==> config.mk <==
export PLATFORM = sky130hd
export DESIGN_NAME = bayer_gain_steer
export DESIGN_NICKNAME = d
export VERILOG_FILES = /design/src/rtl/bgs_pkg.sv /design/src/rtl/bgs_phase_track.sv /design/src/rtl/bgs_shadow_bank.sv /design/src/rtl/bgs_out_stage.sv /design/src/rtl/bayer_gain_steer.sv
export SDC_FILE = /design/constraint.sdc
export NUM_CORES = 1
export LEC_CHECK = 0
export BUFFER_PORTS_ARGS = -buffer_cell sky130_fd_sc_hd__buf_2
export CAP_MARGIN = 20
export CORE_MARGIN = 8
export CORE_UTILIZATION = 40
export DETAILED_ROUTE_END_ITERATION = 10
export GPL_ROUTABILITY_DRIVEN = 0
export SLEW_MARGIN = 20
export SYNTH_ARGS = -nofsm -noshare
export SYNTH_HDL_FRONTEND = slang
export SYNTH_HIERARCHICAL = 1
export SYNTH_SLANG_ARGS = --single-unit
==> constraint.sdc <==
create_clock -name clk -period 1.7 [get_ports clk]
set_input_delay 0.085 -clock clk [delete_from_list [all_inputs] [get_ports clk]]
set_output_delay 0.085 -clock clk [all_outputs]
set_load 0.02 [all_outputs]
==> src/rtl/bgs_pkg.sv <==
package bgs_pkg;
    localparam int CH_NUM = 4;
    localparam int CH_W   = $clog2(CH_NUM);

    typedef struct packed {
        logic field_odd;
        logic line_par;
        logic pix_par;
    } phase_t;
endpackage

==> src/rtl/bgs_phase_track.sv <==
module bgs_phase_track
    import bgs_pkg::*;
(
    input  logic            clk,
    input  logic            rst_n,
    input  logic            mode_vd_sel,
    input  logic            vd,
    input  logic            hd,
    input  logic            pix_valid,
    output logic [CH_W-1:0] chan_sel
);
    phase_t cur_d, cur_q, eff;

    always_comb begin
        // sync pulses take effect in the clock they are sampled
        eff.field_odd = vd ? ~cur_q.field_odd : cur_q.field_odd;
        if (vd)
            eff.line_par = ~hd;
        else if (hd)
            eff.line_par = ~cur_q.line_par;
        else
            eff.line_par = cur_q.line_par;
        eff.pix_par = (vd || hd) ? 1'b0 : cur_q.pix_par;

        chan_sel = {eff.line_par ^ (mode_vd_sel & eff.field_odd), eff.pix_par};

        cur_d         = eff;
        cur_d.pix_par = eff.pix_par ^ pix_valid;
    end

    always_ff @(posedge clk) begin
        if (!rst_n) begin
            cur_q.field_odd <= 1'b1;
            cur_q.line_par  <= 1'b1;
            cur_q.pix_par   <= 1'b0;
        end else begin
            cur_q <= cur_d;
        end
    end
endmodule

==> src/rtl/bgs_shadow_bank.sv <==
module bgs_shadow_bank
    import bgs_pkg::*;
#(
    parameter int GAIN_W = 6
) (
    input  logic                          clk,
    input  logic                          rst_n,
    input  logic                          load,
    input  logic [CH_NUM-1:0][GAIN_W-1:0] cfg,
    output logic [CH_NUM-1:0][GAIN_W-1:0] gain_eff
);
    for (genvar g = 0; g < CH_NUM; g++) begin : g_lane
        logic [GAIN_W-1:0] lane_d, lane_q;

        always_comb begin
            lane_d      = load ? cfg[g] : lane_q;
            gain_eff[g] = lane_d;
        end

        always_ff @(posedge clk) begin
            if (!rst_n) lane_q <= '0;
            else        lane_q <= lane_d;
        end
    end
endmodule

==> src/rtl/bgs_out_stage.sv <==
module bgs_out_stage
    import bgs_pkg::*;
#(
    parameter int GAIN_W = 6
) (
    input  logic                          clk,
    input  logic                          rst_n,
    input  logic                          pix_valid,
    input  logic [CH_W-1:0]               chan_sel,
    input  logic [CH_NUM-1:0][GAIN_W-1:0] gain_eff,
    output logic [GAIN_W-1:0]             gain_code,
    output logic [CH_W-1:0]               chan_idx,
    output logic                          out_valid
);
    typedef struct packed {
        logic              vld;
        logic [CH_W-1:0]   chan;
        logic [GAIN_W-1:0] code;
    } out_t;

    out_t out_d, out_q;

    always_comb begin
        out_d     = out_q;
        out_d.vld = pix_valid;
        if (pix_valid) begin
            out_d.chan = chan_sel;
            out_d.code = gain_eff[chan_sel];
        end
    end

    always_ff @(posedge clk) begin
        if (!rst_n) out_q <= '0;
        else        out_q <= out_d;
    end

    assign gain_code = out_q.code;
    assign chan_idx  = out_q.chan;
    assign out_valid = out_q.vld;
endmodule

==> src/rtl/bayer_gain_steer.sv <==
module bayer_gain_steer
    import bgs_pkg::*;
#(
    parameter int GAIN_W = 6
) (
    input  logic              clk,
    input  logic              rst_n,
    input  logic              mode_vd_sel,
    input  logic              vd,
    input  logic              hd,
    input  logic              pix_valid,
    input  logic [GAIN_W-1:0] gain_cfg0,
    input  logic [GAIN_W-1:0] gain_cfg1,
    input  logic [GAIN_W-1:0] gain_cfg2,
    input  logic [GAIN_W-1:0] gain_cfg3,
    output logic [GAIN_W-1:0] gain_code,
    output logic [1:0]        chan_idx,
    output logic              out_valid
);
    logic [CH_NUM-1:0][GAIN_W-1:0] cfg_arr, gain_eff;
    logic [CH_W-1:0]               chan_sel;

    assign cfg_arr = {gain_cfg3, gain_cfg2, gain_cfg1, gain_cfg0};

    bgs_phase_track u_phase (
        .clk         (clk),
        .rst_n       (rst_n),
        .mode_vd_sel (mode_vd_sel),
        .vd          (vd),
        .hd          (hd),
        .pix_valid   (pix_valid),
        .chan_sel    (chan_sel)
    );

    bgs_shadow_bank #(.GAIN_W(GAIN_W)) u_shadow (
        .clk      (clk),
        .rst_n    (rst_n),
        .load     (vd),
        .cfg      (cfg_arr),
        .gain_eff (gain_eff)
    );

    bgs_out_stage #(.GAIN_W(GAIN_W)) u_out (
        .clk       (clk),
        .rst_n     (rst_n),
        .pix_valid (pix_valid),
        .chan_sel  (chan_sel),
        .gain_eff  (gain_eff),
        .gain_code (gain_code),
        .chan_idx  (chan_idx),
        .out_valid (out_valid)
    );
endmodule

Yosys cells after proc, flatten, opt, wreduce, memory -nomap -nowiden
Index checks and enable logic that the tools add are counted.
- bits in registers: 36
- word-level logic and storage cells: 28
- multiplexer cells: 10
- bitwise operators: 6
- reduce and logical (&&, ||, !) cells: 1
- $lt $le $gt $ge: 1
- operators by type and width (kind ; count):
    $mux W6 ; 5
    $bmux W6 S2 ; 1
    $mux W1 ; 4
    $lt A2 B3 Y1 const B ; 1
    $not A1 Y1 ; 3
    $xor A1 B1 Y1 ; 2
    $and A1 B1 Y1 ; 1
    $logic_or A1 B1 Y1 ; 1

Longest topological paths before layout
Gate-level depths: netlist of run 1.
- depth in word-level cells: 6
- gate-level depth with buffers: 5

Modules after synthesis
The synthesis of run 1 kept the hierarchy.
- by module, submodules not included (module ; times used ; area an instance (um^2) ; cells each):
    bgs_shadow_bank ; 1 ; 1037.2 ; 77
    bgs_out_stage ; 1 ; 504.2 ; 44
    bgs_phase_track ; 1 ; 161.4 ; 16

Worst setup path before layout of run 1
OpenSTA, ideal clock, no wires.
- path type: register to register
- from: reg u_phase/cur_q[2] (netlist bit)
- to: reg u_out.out_q, in the netlist u_out/gain_code[4]
- clock period less this slack: 1.309 ns
- path buffers: 0
- arrival time: 1.227 ns
- setup slack: 0.391 ns
- setup time: 0.082 ns
- cell stages (with the launch flop): 6
- path through: dfxtp_1 -> and3b_1 -> o31ai_2 -> xnor2_1 -> nand3b_2 -> o221ai_1
- word-level cells in the longest chain between the ends: 6
- RTL lines (what ; line ; text):
    from (decl) ; bgs_phase_track.sv:12 ; phase_t cur_d, cur_q, eff;
    from (signal assigned) ; bgs_phase_track.sv:37 ; cur_q <= cur_d;
    $not A1 Y1 ; bgs_phase_track.sv:16 ; eff.field_odd = vd ? ~cur_q.field_odd : cur_q.field_odd;
    $mux W1 (*) ; bgs_phase_track.sv:16 ;
    $and A1 B1 Y1 (*) ; bgs_phase_track.sv:25 ; chan_sel = {eff.line_par ^ (mode_vd_sel & eff.field_odd), eff.pix_par};
    $xor A1 B1 Y1 (*) ; bgs_phase_track.sv:25 ;
    via chan_sel[1] ; bayer_gain_steer.sv:21 ; logic [CH_W-1:0] chan_sel;
    $bmux W6 S2 (*) ; bgs_out_stage.sv:28 ; out_d.code = gain_eff[chan_sel];
    $mux W6 (not written as such) (*) ; bgs_out_stage.sv:28 ;
    to (signal assigned) ; bgs_out_stage.sv:34 ; else out_q <= out_d;
    to (decl) ; bgs_out_stage.sv:21 ; out_t out_d, out_q;
The timed path passes the listed nets; every way through them passes the cells marked *. The select of a mux whose other input is x is not followed.
A chain may end at the register's enable or synchronous reset.

Worst setup path after layout of run 1
Ends and elaborated chain as after synthesis.

==> results.py, run 1 <==
metrics = {
    "cts": {
        "post_cts.resized_instances": 0,
        "tritoncts_clock_tree": "yes",
        "cts_root_buffer": "sky130_fd_sc_hd__clkbuf_8",
        "cts_setup_buffers": 0,
        "cts.sink_count": 36,
        "path_clk_slew_ns": 0.07,
        "postCtsHoldBufs": 0,
        "htreeDepth": 2,
        "clock_tree.buffer_depth": 2,
        "cts_made_buffers": 5,
        "clock_insertion_delay_at_the_later_pin_of_the_skew_report_ns": 0.28,
    },
    "final_layout": {
        "final_layout_size_suffix_gt1_frac": 0.449,
        "layout.cells.most_common_list": "sky130_fd_sc_hd__buf_2 (38), sky130_fd_sc_hd__dfxtp_1 (36), sky130_fd_sc_hd__and2_1 (25), sky130_fd_sc_hd__mux2_4 (20), sky130_fd_sc_hd__mux2i_1 (14)",
        "syn_to_layout_area_delta_pct": 16.4,
        "num-nets-final": 206,
        "insertedDiodeCount": 0,
        "layout_commonest_cell": "sky130_fd_sc_hd__buf_2",
    },
    "sta": {
        "total_negative_setup_slacks_ns": 0,
        "timing_max_transition_violations_final": 0,
        "rsz0062_at_grt": "false",
        "worstMarginPinSlew_ns": 0.552,
        "finalSetupViolCount": 0,
        "finalClockSkew_ns": 0.00593,
        "finalWorstPathRequiredPeriod_ns": 1.52,
        "endpoints_failing_hold": 0,
        "slew-limit-headroom": 0.632,
        "final_min_period_over_clock_period": 0.896,
        "clock.fmax_ghz": 0.657,
        "worst_hold_slack_ns": 0.0905,
    },
    "setup_path": {
        "critical_path.cell_chain": "a21boi_0 -> o31ai_2 -> xnor2_1 -> nand3b_2 -> o221ai_1",
        "critical_path.startpoint_type": "flip-flop",
        "critPathKind": "reg -> reg",
        "critical_path.endpoint_type": "flip-flop",
        "crit_start": "u_phase/cur_q[2]$_SDFF_PN1_",
        "crit_required_ns": 1.90,
        "r2r-start": "u_phase/cur_q[2]$_SDFF_PN1_",
        "crit_path_largest_cell_delay_ns": 0.37,
        "critical_path_arrival_ns": 1.73,
        "crit_path_top_delay_cell": "sky130_fd_sc_hd__dfxtp_1",
        "timing.critical_path.fanout_max": 6,
    },
    "route": {
        "finalWirelength_mm": 3.40,
        "first_drt_pass_iteration_count": 4,
        "avgRoutedWirePerCell_um": 15.0,
        "first_iter_violations": 34,
        "drc": 0,
        "vias_per_cell": 4.87,
        "drtAntennaViolNets": 0,
        "route.vias.total": 1101,
    },
    "global_route": {
        "antenna_found_initial": 0,
        "gr-usage-all-layers": 0.114,
        "first_global_vias": 1212,
        "globalRouteOverflowTotal": 0,
        "grt_start_max_net_pins": 39,
        "first_pass_grt_wire_length_mm": 5.73,
    },
    "die": {
        "die_width_um": 81.2,
        "top_level_port_count": 39,
        "cell_row_count": 23,
        "design.core.area_um2": 4060,
        "floorplan.die_area_um2": 6600,
        "initial_core_util": 0.420,
        "floorplan.die.height_um": 81.2,
    },
    "synthesis": {
        "synthesis.area_per_instance_um2": 12.4,
        "net_count_synth": 167,
        "register_bit_total_from_synthesis": 36,
        "seq_area_frac_synth": 0.423,
        "syn_inst": 137,
        "post_synth_num_cell_types": 23,
        "syn-cell-area_um2": 1700,
        "number_of_synthesis_warnings": 6,
    },
    "outcome": {
        "run_status": "completed",
    },
    "placed_design": {
        "buffer_ports.inserted": 38,
        "place_hpwl_mm": 2.46,
    },
    "power_and_ir_drop": {
        "max-vdd-ir-drop_mv": 0.565,
        "leak_pwr_nw": 0.885,
        "pd_cells_nw_per_um2": 942,
    },
    "hold_path": {
        "hold_path_startpoint": "hd",
        "min_path_type": "in -> reg",
    },
    "run": {
        "cap_viol_max_count": 0,
    },
}
[synth_stat cells]
master,instances,area [um2]
sky130_fd_sc_hd__dfxtp_1,36,721
sky130_fd_sc_hd__and2_1,25,156
sky130_fd_sc_hd__mux2_4,20,300
sky130_fd_sc_hd__mux2i_1,14,140
sky130_fd_sc_hd__nand3b_1,7,52.6
sky130_fd_sc_hd__o221ai_1,6,52.6
sky130_fd_sc_hd__mux2_2,4,45.0
sky130_fd_sc_hd__buf_12,3,60.1
sky130_fd_sc_hd__buf_4,2,15.0
sky130_fd_sc_hd__buf_6,2,22.5
sky130_fd_sc_hd__clkbuf_1,2,7.51
sky130_fd_sc_hd__nand2_1,2,7.51
sky130_fd_sc_hd__nor2b_1,2,12.5
sky130_fd_sc_hd__xnor2_1,2,17.5
sky130_fd_sc_hd__xor2_1,2,17.5
sky130_fd_sc_hd__a21boi_0,1,7.51
sky130_fd_sc_hd__and2_4,1,8.76
sky130_fd_sc_hd__and3b_1,1,8.76
sky130_fd_sc_hd__nand3_2,1,10.0
sky130_fd_sc_hd__nand3b_2,1,11.3
sky130_fd_sc_hd__nor2_1,1,3.75
sky130_fd_sc_hd__nor3b_2,1,12.5
sky130_fd_sc_hd__o31ai_2,1,12.5
[cells by family after synthesis]
family / share of synthesized area
DFF: 0.423
AOI/OAI and AO/OA: 0.0426
and+or+nand+nor: 0.167
xor gates and xnor gates: 0.0206
muxes: 0.285
buffers and inverters: 0.0617
[critical path: cells and delay by family (launching register included)]
kind | cells | cell delay, ns
compound gates | 3 | 0.62
xor+xnor | 1 | 0.13
flops | 1 | 0.37
simple gates | 1 | 0.32
[state kept, by name, indices dropped and copies added (netlist names)]
signal                  cells
u_out/chan_idx              2
u_out/gain_code             6
u_shadow/g_lane.lane_q     24
u_phase/cur_q               3
u_out/out_valid             1
[final timing paths]
path	end	slack, ns	cells after the start
worst max-delay path	u_out/gain_code[4]$_SDFFE_PN0P_	0.18	5
worst min-delay path	u_phase/cur_q[1]$_SDFF_PN1_	0.09	3
worst max register to register	u_out/gain_code[4]$_SDFFE_PN0P_	0.18	5
worst min register to register	u_out/gain_code[0]$_SDFFE_PN0P_	0.51	2
[through the flow]
step / total power (W) / util / instance area, um2 / setup WS [ns] / instances
after floorplan: 0.00116 / - / 1700 / 0.391 / 137
after global placement: 0.00123 / 0.462 / 1870 / 0.296 / 219
after detailed placement: 0.00124 / 0.462 / 1870 / 0.219 / 219
after CTS: 0.00189 / 0.485 / 1970 / 0.198 / 226
after global routing: 0.00197 / 0.488 / 1980 / 0.00668 / 226
final: 0.00187 / 0.488 / 1980 / 0.177 / 226
[report_power, final]
group / total [W] / switching [W] / internal [W] / leakage, nW
clock network: 0.000644 / 0.000283 / 0.000361 / 0.0503
logic: 0.000301 / 0.000137 / 0.000164 / 0.538
registers: 0.000922 / 0.0000217 / 0.000900 / 0.297
total: 0.00187 / 0.000442 / 0.00142 / 0.885
[cell type report]
cell class / count / area [um2]
fill: 407 / 2080
sequential: 36 / 721
clock buffer: 7 / 96.3
multi-input combinational: 92 / 890
timing repair buffer: 41 / 213
tap: 50 / 62.6
[layer usage]
layer	part of all wire	up-vias	wire length [um]	GRT usage
met5	0	-	0	0
met1	0.44	524	1500	0.132
met3	0.063	4	213	0.0563
met4	0.0094	0	32	0.0429
met2	0.49	24	1660	0.178
li1	-	549	-	-
Note: power is estimated with default switching activity, not from simulation.
==> run 2: changes to the inputs <==
--- a/config.mk
+++ b/config.mk
@@ -5,12 +5,13 @@
 export SDC_FILE = /design/constraint.sdc
 export NUM_CORES = 1
 export LEC_CHECK = 0
-export BUFFER_PORTS_ARGS = -buffer_cell sky130_fd_sc_hd__buf_2
 export CAP_MARGIN = 20
 export CORE_MARGIN = 8
 export CORE_UTILIZATION = 40
 export DETAILED_ROUTE_END_ITERATION = 10
+export DONT_BUFFER_PORTS = 1
 export GPL_ROUTABILITY_DRIVEN = 0
+export PLACE_DENSITY = 0.64
 export SLEW_MARGIN = 20
 export SYNTH_ARGS = -nofsm -noshare
 export SYNTH_HDL_FRONTEND = slang
==> constraint.sdc (replaced) <==
create_clock -name clk -period 1.95 [get_ports clk]
set_input_delay 0.0975 -clock clk [delete_from_list [all_inputs] [get_ports clk]]
set_output_delay 0.0975 -clock clk [all_outputs]
set_load 0.02 [all_outputs]
==> results.py, run 2 (same netlist as run 1, synthesis figures left out) <==
metrics = {
    "power_and_ir_drop": {
        "sequential_power_share": 0.540,
        "max-vdd-ir-drop_mv": 0.479,
        "pd_cells_nw_per_um2": 849,
        "clock_power_share": 0.340,
        "sw_frac_of_total": 0.248,
        "net-switching-power_w": 0.000378,
        "share_comb_of_total_power": 0.120,
        "leak_pwr_nw": 0.734,
        "cell_internal_pwr_w": 0.00115,
    },
    "route": {
        "vias_per_cell": 5.10,
        "route.vias.total": 974,
        "avgRoutedWirePerCell_um": 17.5,
        "first_drt_pass_iteration_count": 3,
        "finalWirelength_mm": 3.35,
        "drc": 0,
        "first_iter_violations": 39,
        "drtAntennaViolNets": 0,
    },
    "global_route": {
        "first_global_vias": 1011,
        "most_crowded_layer_after_global_routing": "met2",
        "grt_start_max_net_pins": 37,
        "globalRouteOverflowTotal": 0,
        "gr-usage-all-layers": 0.106,
        "global_route.usage.met2": 0.172,
        "use_met1": 0.116,
        "first_pass_grt_wire_length_mm": 5.29,
        "antenna_found_initial": 0,
        "grtUsageMet3": 0.0541,
    },
    "die": {
        "floorplan.die.height_um": 81.2,
        "initial_core_util": 0.420,
        "top_level_port_count": 39,
        "floorplan.die_area_um2": 6600,
        "cell_row_count": 23,
        "die_width_um": 81.2,
        "design.core.area_um2": 4060,
    },
    "final_layout": {
        "layout_commonest_cell": "sky130_fd_sc_hd__dfxtp_1",
        "layout.cells.most_common_list": "sky130_fd_sc_hd__dfxtp_1 (36), sky130_fd_sc_hd__and2_1 (25), sky130_fd_sc_hd__mux2_4 (20), sky130_fd_sc_hd__mux2i_1 (14), sky130_fd_sc_hd__nand3b_1 (7)",
        "final_layout_size_suffix_gt1_frac": 0.270,
        "finalCoreUtilization": 0.443,
        "insertedDiodeCount": 0,
        "num-nets-final": 170,
        "regMostFlops": "u_shadow/g_lane.lane_q",
        "syn_to_layout_area_delta_pct": 5.58,
        "largest_register_ff_count": 24,
    },
    "setup_path": {
        "critical_path.startpoint_type": "flip-flop",
        "critical_path_arrival_ns": 1.65,
        "timing.critical_path.max_delay_family": "compound AO/OA/AOI/OAI gates",
        "crit_required_ns": 2.16,
        "crit_path_top_delay_cell": "sky130_fd_sc_hd__dfxtp_1",
        "number_of_buffers_and_inverters_on_the_critical_path": 0,
        "critPathKind": "reg -> reg",
        "timing.critical_path.fanout_max": 6,
        "critical_path.cell_chain": "a21boi_0 -> o31ai_2 -> xnor2_1 -> nand3b_2 -> o221ai_1",
        "crit_path_largest_cell_delay_ns": 0.37,
        "critical_path.endpoint_type": "flip-flop",
    },
    "placed_design": {
        "buffer_ports.inserted": 0,
        "place_ws_ns": 0.495,
        "place_hpwl_mm": 2.29,
    },
    "sta": {
        "rsz0062_at_grt": "false",
        "finalSetupViolCount": 0,
        "finalClockSkew_ns": 0.00973,
        "clock.fmax_ghz": 0.695,
        "worstMarginPinSlew_ns": 0.980,
        "slew-limit-headroom": 0.346,
        "final_min_period_over_clock_period": 0.738,
        "timing_max_transition_violations_final": 0,
        "finalWorstPathRequiredPeriod_ns": 1.44,
        "endpoints_failing_hold": 0,
        "total_negative_setup_slacks_ns": 0,
        "worst_slack_ns": 0.511,
    },
    "cts": {
        "cts.sink_count": 36,
        "htreeDepth": 2,
        "path_clk_slew_ns": 0.08,
        "tritoncts_clock_tree": "yes",
        "cts_made_buffers": 5,
        "cts_root_buffer": "sky130_fd_sc_hd__clkbuf_8",
        "clock_tree.buffer_depth": 2,
        "clock_insertion_delay_at_the_later_pin_of_the_skew_report_ns": 0.29,
    },
    "outcome": {
        "run_status": "completed",
    },
    "run": {
        "cap_viol_max_count": 0,
    },
    "hold_path": {
        "min_path_type": "in -> reg",
    },
}
run 2: cell count changes in the layout (fill, tap and decap cells not counted):
cell,previous run,this run
sky130_fd_sc_hd__buf_2,38,0
sky130_fd_sc_hd__dlygate4sd3_1,0,3
sky130_fd_sc_hd__clkbuf_8,7,5
sky130_fd_sc_hd__o221ai_1,4,6
sky130_fd_sc_hd__dlymetal6s4s_1,0,1
sky130_fd_sc_hd__o221ai_2,2,0
sky130_fd_sc_hd__clkinv_2,0,2
sky130_fd_sc_hd__buf_4,3,1
sky130_fd_sc_hd__clkinv_4,0,1
run 2: worst register-to-register path, cell delays in order (launching register included):
cell and delay, ns:
sky130_fd_sc_hd__dfxtp_1 0.37, sky130_fd_sc_hd__a21boi_0 0.12, sky130_fd_sc_hd__o31ai_2 0.25, sky130_fd_sc_hd__xnor2_1 0.14
sky130_fd_sc_hd__nand3b_2 0.29, sky130_fd_sc_hd__o221ai_1 0.20
run 2: power groups by stage:
stage	Sequential, W	Combinational, W	Clock [W]
2_1_floorplan	0.000833	0.000180	0
3_3_place_gp	0.000842	0.000162	0
3_5_place_dp	0.000843	0.000166	0
4_1_cts	0.000826	0.000185	0.000537
5_1_grt	0.000831	0.000200	0.000581
6_report	0.000825	0.000183	0.000519
run 2: final cells by class:
class                      instances  area, um2
timing repair buffer               5       50.0
fill                             382       2260
clock inverter                     3       18.8
multi-input combinational         92        877
tap                               50       62.6
clock buffer                       5       68.8
sequential                        36        721
run 2: timing repair:
item | 4_1_cts | 5_1_grt
buffers inserted | 0 | 0
hold buffers | 4 | 0
endpoints found under the hold margin | 36 | 0
resized for setup | 0 | 1
setup endpoints to repair | 0 | 1
run 2: final timing paths:
path | start | to | slack [ns] | cells after the start
max | u_phase/cur_q[2]$_SDFF_PN1_ | u_out/gain_code[4]$_SDFFE_PN0P_ | 0.51 | 5
min | pix_valid | u_out/gain_code[5]$_SDFFE_PN0P_ | 0.03 | 2
max reg2reg | u_phase/cur_q[2]$_SDFF_PN1_ | u_out/gain_code[4]$_SDFFE_PN0P_ | 0.51 | 5
min reg2reg | u_phase/cur_q[2]$_SDFF_PN1_ | u_phase/cur_q[2]$_SDFF_PN1_ | 0.57 | 2
run 2: routing by layer:
layer / vias up / share of wire
li1: 484 / -
met4: 0 / 0.014
met2: 24 / 0.49
met1: 460 / 0.41
met3: 6 / 0.081
met5: - / 0
run 2: through the flow:
step | hold slack, ns | instances | area (um2) | power (W)
after floorplan | 0.159 | 137 | 1700 | 0.00101
after global placement | 0.168 | 179 | 1670 | 0.00100
after detailed placement | 0.169 | 179 | 1670 | 0.00101
after CTS | 0.0283 | 191 | 1800 | 0.00155
after global routing | 0.0279 | 191 | 1800 | 0.00161
final | 0.0332 | 191 | 1800 | 0.00153
==> run 3: changes to the inputs <==
--- a/config.mk
+++ b/config.mk
@@ -5,13 +5,14 @@
 export SDC_FILE = /design/constraint.sdc
 export NUM_CORES = 1
 export LEC_CHECK = 0
+export ABC_AREA = 1
 export CAP_MARGIN = 20
 export CORE_MARGIN = 8
 export CORE_UTILIZATION = 40
 export DETAILED_ROUTE_END_ITERATION = 10
 export DONT_BUFFER_PORTS = 1
 export GPL_ROUTABILITY_DRIVEN = 0
-export PLACE_DENSITY = 0.64
+export PLACE_DENSITY = 0.66
 export SLEW_MARGIN = 20
 export SYNTH_ARGS = -nofsm -noshare
 export SYNTH_HDL_FRONTEND = slang
==> constraint.sdc (replaced) <==
create_clock -name clk -period 1.2 [get_ports clk]
set_input_delay 0.06 -clock clk [delete_from_list [all_inputs] [get_ports clk]]
set_output_delay 0.06 -clock clk [all_outputs]
set_load 0.02 [all_outputs]
==> results.py, run 3 <==
metrics = {
    "sta": {
        "slew-limit-headroom": 0.761,
        "endpoints_failing_hold": 9,
        "worst_hold_slack_ns": -0.150,
        "finalSetupViolCount": 3,
        "clock.fmax_ghz": 0.825,
        "timing_max_transition_violations_final": 0,
        "worstMarginPinSlew_ns": 0.358,
        "rsz0062_at_grt": "true",
        "total_negative_setup_slacks_ns": -0.0275,
        "final_min_period_over_clock_period": 1.01,
        "finalWorstPathRequiredPeriod_ns": 1.21,
        "worst_slack_ns": -0.0125,
        "finalClockSkew_ns": 0.00459,
    },
    "power_and_ir_drop": {
        "power.total_w": 0.00283,
        "pd_cells_nw_per_um2": 1130,
        "max-vdd-ir-drop_mv": 0.661,
        "leak_pwr_nw": 1.30,
    },
    "synthesis": {
        "syn-cell-area_um2": 2010,
        "post_synth_num_cell_types": 17,
        "syn_inst": 302,
        "net_count_synth": 332,
        "synth_ff_type": "sky130_fd_sc_hd__dfxtp_1",
        "register_bit_total_from_synthesis": 36,
        "yosys.cell_count.top_type": "sky130_fd_sc_hd__inv_1",
        "synth_top_cells_by_count": "sky130_fd_sc_hd__inv_1 (77), sky130_fd_sc_hd__nand2_1 (68), sky130_fd_sc_hd__nand2_2 (46)",
        "number_of_synthesis_warnings": 6,
        "seq_area_frac_synth": 0.359,
        "yosys.area.top_type_share": 0.359,
        "synth_enable_flop_cells": 0,
        "postSynth.asyncResetShare": 0,
        "synthesis.area_per_instance_um2": 6.65,
        "synthTopCellsByArea": "sky130_fd_sc_hd__dfxtp_1 (36%), sky130_fd_sc_hd__inv_1 (14%), sky130_fd_sc_hd__nand2_2 (14%)",
        "synth_top_area_cell": "sky130_fd_sc_hd__dfxtp_1",
    },
    "global_route": {
        "first_pass_grt_wire_length_mm": 7.78,
        "gr-usage-all-layers": 0.130,
        "grt_start_max_net_pins": 30,
        "first_global_vias": 1805,
        "globalRouteOverflowTotal": 0,
        "antenna_found_initial": 0,
    },
    "final_layout": {
        "num-nets-final": 365,
        "finalCoreUtilization": 0.521,
        "syn_to_layout_area_delta_pct": 24.3,
        "fin_cells": 403,
        "largest_register_ff_count": 24,
        "layout.cells.most_common_list": "sky130_fd_sc_hd__inv_1 (77), sky130_fd_sc_hd__nand2_1 (63), sky130_fd_sc_hd__nand2_2 (50), sky130_fd_sc_hd__dfxtp_1 (34), sky130_fd_sc_hd__dlygate4sd3_1 (27)",
        "insertedDiodeCount": 0,
        "final_layout_size_suffix_gt1_frac": 0.321,
        "regMostFlops": "u_shadow/g_lane.lane_q",
        "layout_commonest_cell": "sky130_fd_sc_hd__inv_1",
    },
    "outcome": {
        "run_status": "finished, violations left",
        "failed_checks": "hold timing, setup timing",
    },
    "hold_path": {
        "min_path_type": "in -> reg",
        "min_path_cells": 1,
        "hold_path_startpoint": "pix_valid",
    },
    "route": {
        "finalWirelength_mm": 4.61,
        "vias_per_cell": 4.33,
        "drc": 0,
        "drtAntennaViolNets": 0,
        "first_drt_pass_iteration_count": 4,
        "route.vias.total": 1744,
        "first_iter_violations": 66,
        "avgRoutedWirePerCell_um": 11.4,
    },
    "setup_path": {
        "crit_path_top_delay_cell": "sky130_fd_sc_hd__dfxtp_2",
        "timing.critical_path.fanout_max": 4,
        "r2r-start": "u_phase/cur_q[2]$_SDFF_PN1_",
        "r2r_cell_count": 10,
        "critPathKind": "reg -> reg",
        "critical_path.startpoint_type": "flip-flop",
        "timing.critical_path.max_delay_family": "simple AND/OR/NAND/NOR gates",
        "crit_path_largest_cell_delay_ns": 0.33,
        "number_of_buffers_and_inverters_on_the_critical_path": 2,
        "worst_path_most_repeated_cell": "sky130_fd_sc_hd__nand2_2",
        "critical_path.cell_chain": "inv_1 -> nand2_2 -> nand2_2 -> nor2_2 -> nand2_2 -> nand2_4 -> buf_6 -> nand3_2 -> nand2_2 -> a21oi_2",
        "critical_path.endpoint_type": "flip-flop",
        "critical_path_arrival_ns": 1.40,
        "crit_start": "u_phase/cur_q[2]$_SDFF_PN1_",
        "critical_path_cell_count": 10,
        "crit_required_ns": 1.38,
    },
    "placed_design": {
        "place_ws_ns": -0.0257,
        "place_hpwl_mm": 3.06,
        "dp.cells": 367,
        "buffer_ports.inserted": 0,
    },
    "cts": {
        "clock_insertion_delay_at_the_later_pin_of_the_skew_report_ns": 0.29,
        "cts_made_buffers": 5,
        "tritoncts_clock_tree": "yes",
        "cts.sink_count": 36,
        "path_clk_slew_ns": 0.07,
        "htreeDepth": 2,
        "cts_root_buffer": "sky130_fd_sc_hd__clkbuf_8",
        "clock_tree.buffer_depth": 2,
    },
    "die": {
        "design.core.area_um2": 4790,
        "floorplan.die_area_um2": 7540,
        "top_level_port_count": 39,
        "die_width_um": 86.8,
        "cell_row_count": 25,
        "initial_core_util": 0.419,
        "floorplan.die.height_um": 86.8,
    },
    "run": {
        "cap_viol_max_count": 0,
    },
}
-- run 3: cell types whose count changed after synthesis, moves of 20 or more --
cell,delta
sky130_fd_sc_hd__inv_1,+77
sky130_fd_sc_hd__nand2_1,+66
sky130_fd_sc_hd__nand2_2,+46
sky130_fd_sc_hd__and2_1,-25
sky130_fd_sc_hd__nor2_2,+22
sky130_fd_sc_hd__mux2_4,-20
-- run 3: through the flow --
step           area, um2  hold slack [ns]
6_report            2490           -0.150
4_1_cts             2420           -0.173
2_1_floorplan       2010            0.129
3_5_place_dp        2060            0.135
3_3_place_gp        2060            0.133
5_1_grt             2490           -0.168
-- run 3: routing by layer --
metal,vias up,wire length [um],GRT usage
met2,27,2330,0.232
met4,0,88,0.0563
met5,-,0,0
met3,9,168,0.0378
met1,784,2010,0.138
li1,924,-,-
-- run 3: area by class of cell --
class	instances	area, um2
Timing Repair Buffer	36	342
Fill cell	475	2290
Tap cell	67	83.8
Sequential cell	36	723
Clock buffer	6	82.6
Clock inverter	2	10.0
Inverter	81	309
Multi-Input combinational cell	175	943
-- run 3: power breakdown --
| group | internal (W) | switching (W) | leakage (nW) |
|---|---|---|---|
| registers | 0.00128 | 0.0000570 | 0.300 |
| logic | 0.000257 | 0.000339 | 0.945 |
| clock network | 0.000458 | 0.000431 | 0.0510 |
-- run 3: path summary, 6_finish.rpt --
check	endpoint	slack, ns
hold / removal	u_out/gain_code[5]$_SDFFE_PN0P_	-0.15
setup reg to reg	u_out/gain_code[3]$_SDFFE_PN0P_	-0.01
setup / recovery	u_out/gain_code[3]$_SDFFE_PN0P_	-0.01
hold reg to reg	u_shadow/g_lane[3].lane_q[3]$_SDFF_PN0_	0.52
-- run 3: kinds of logic (layout without fill, tap and decap cells) --
| group | Yosys count | in the layout | share of synthesized area |
|---|---|---|---|
| AOI/OAI and AO/OA | 17 | 17 | 0.0517 |
| and+or+nand+nor | 158 | 158 | 0.390 |
| buffers and inverters | 91 | 125 | 0.199 |
| DFF | 36 | 36 | 0.359 |
-- run 3: worst reg2reg max path: cells and delay by family (launching register included) --
family          cells  cell delay, ns
compound gates      1            0.05
buf+inv             2            0.17
simple gates        7            0.55
flops               1            0.33
-- run 3: what timing repair did --
| action | 4_1_cts | 5_1_grt |
|---|---|---|
| hold buffers | 26 | 1 |
| endpoints found under the hold margin | 36 | 11 |
| buffers inserted | 1 | 0 |
| setup endpoints to repair | 6 | 8 |
| pin swaps | 0 | 10 |
| gates resized for setup | 1 | 17 |
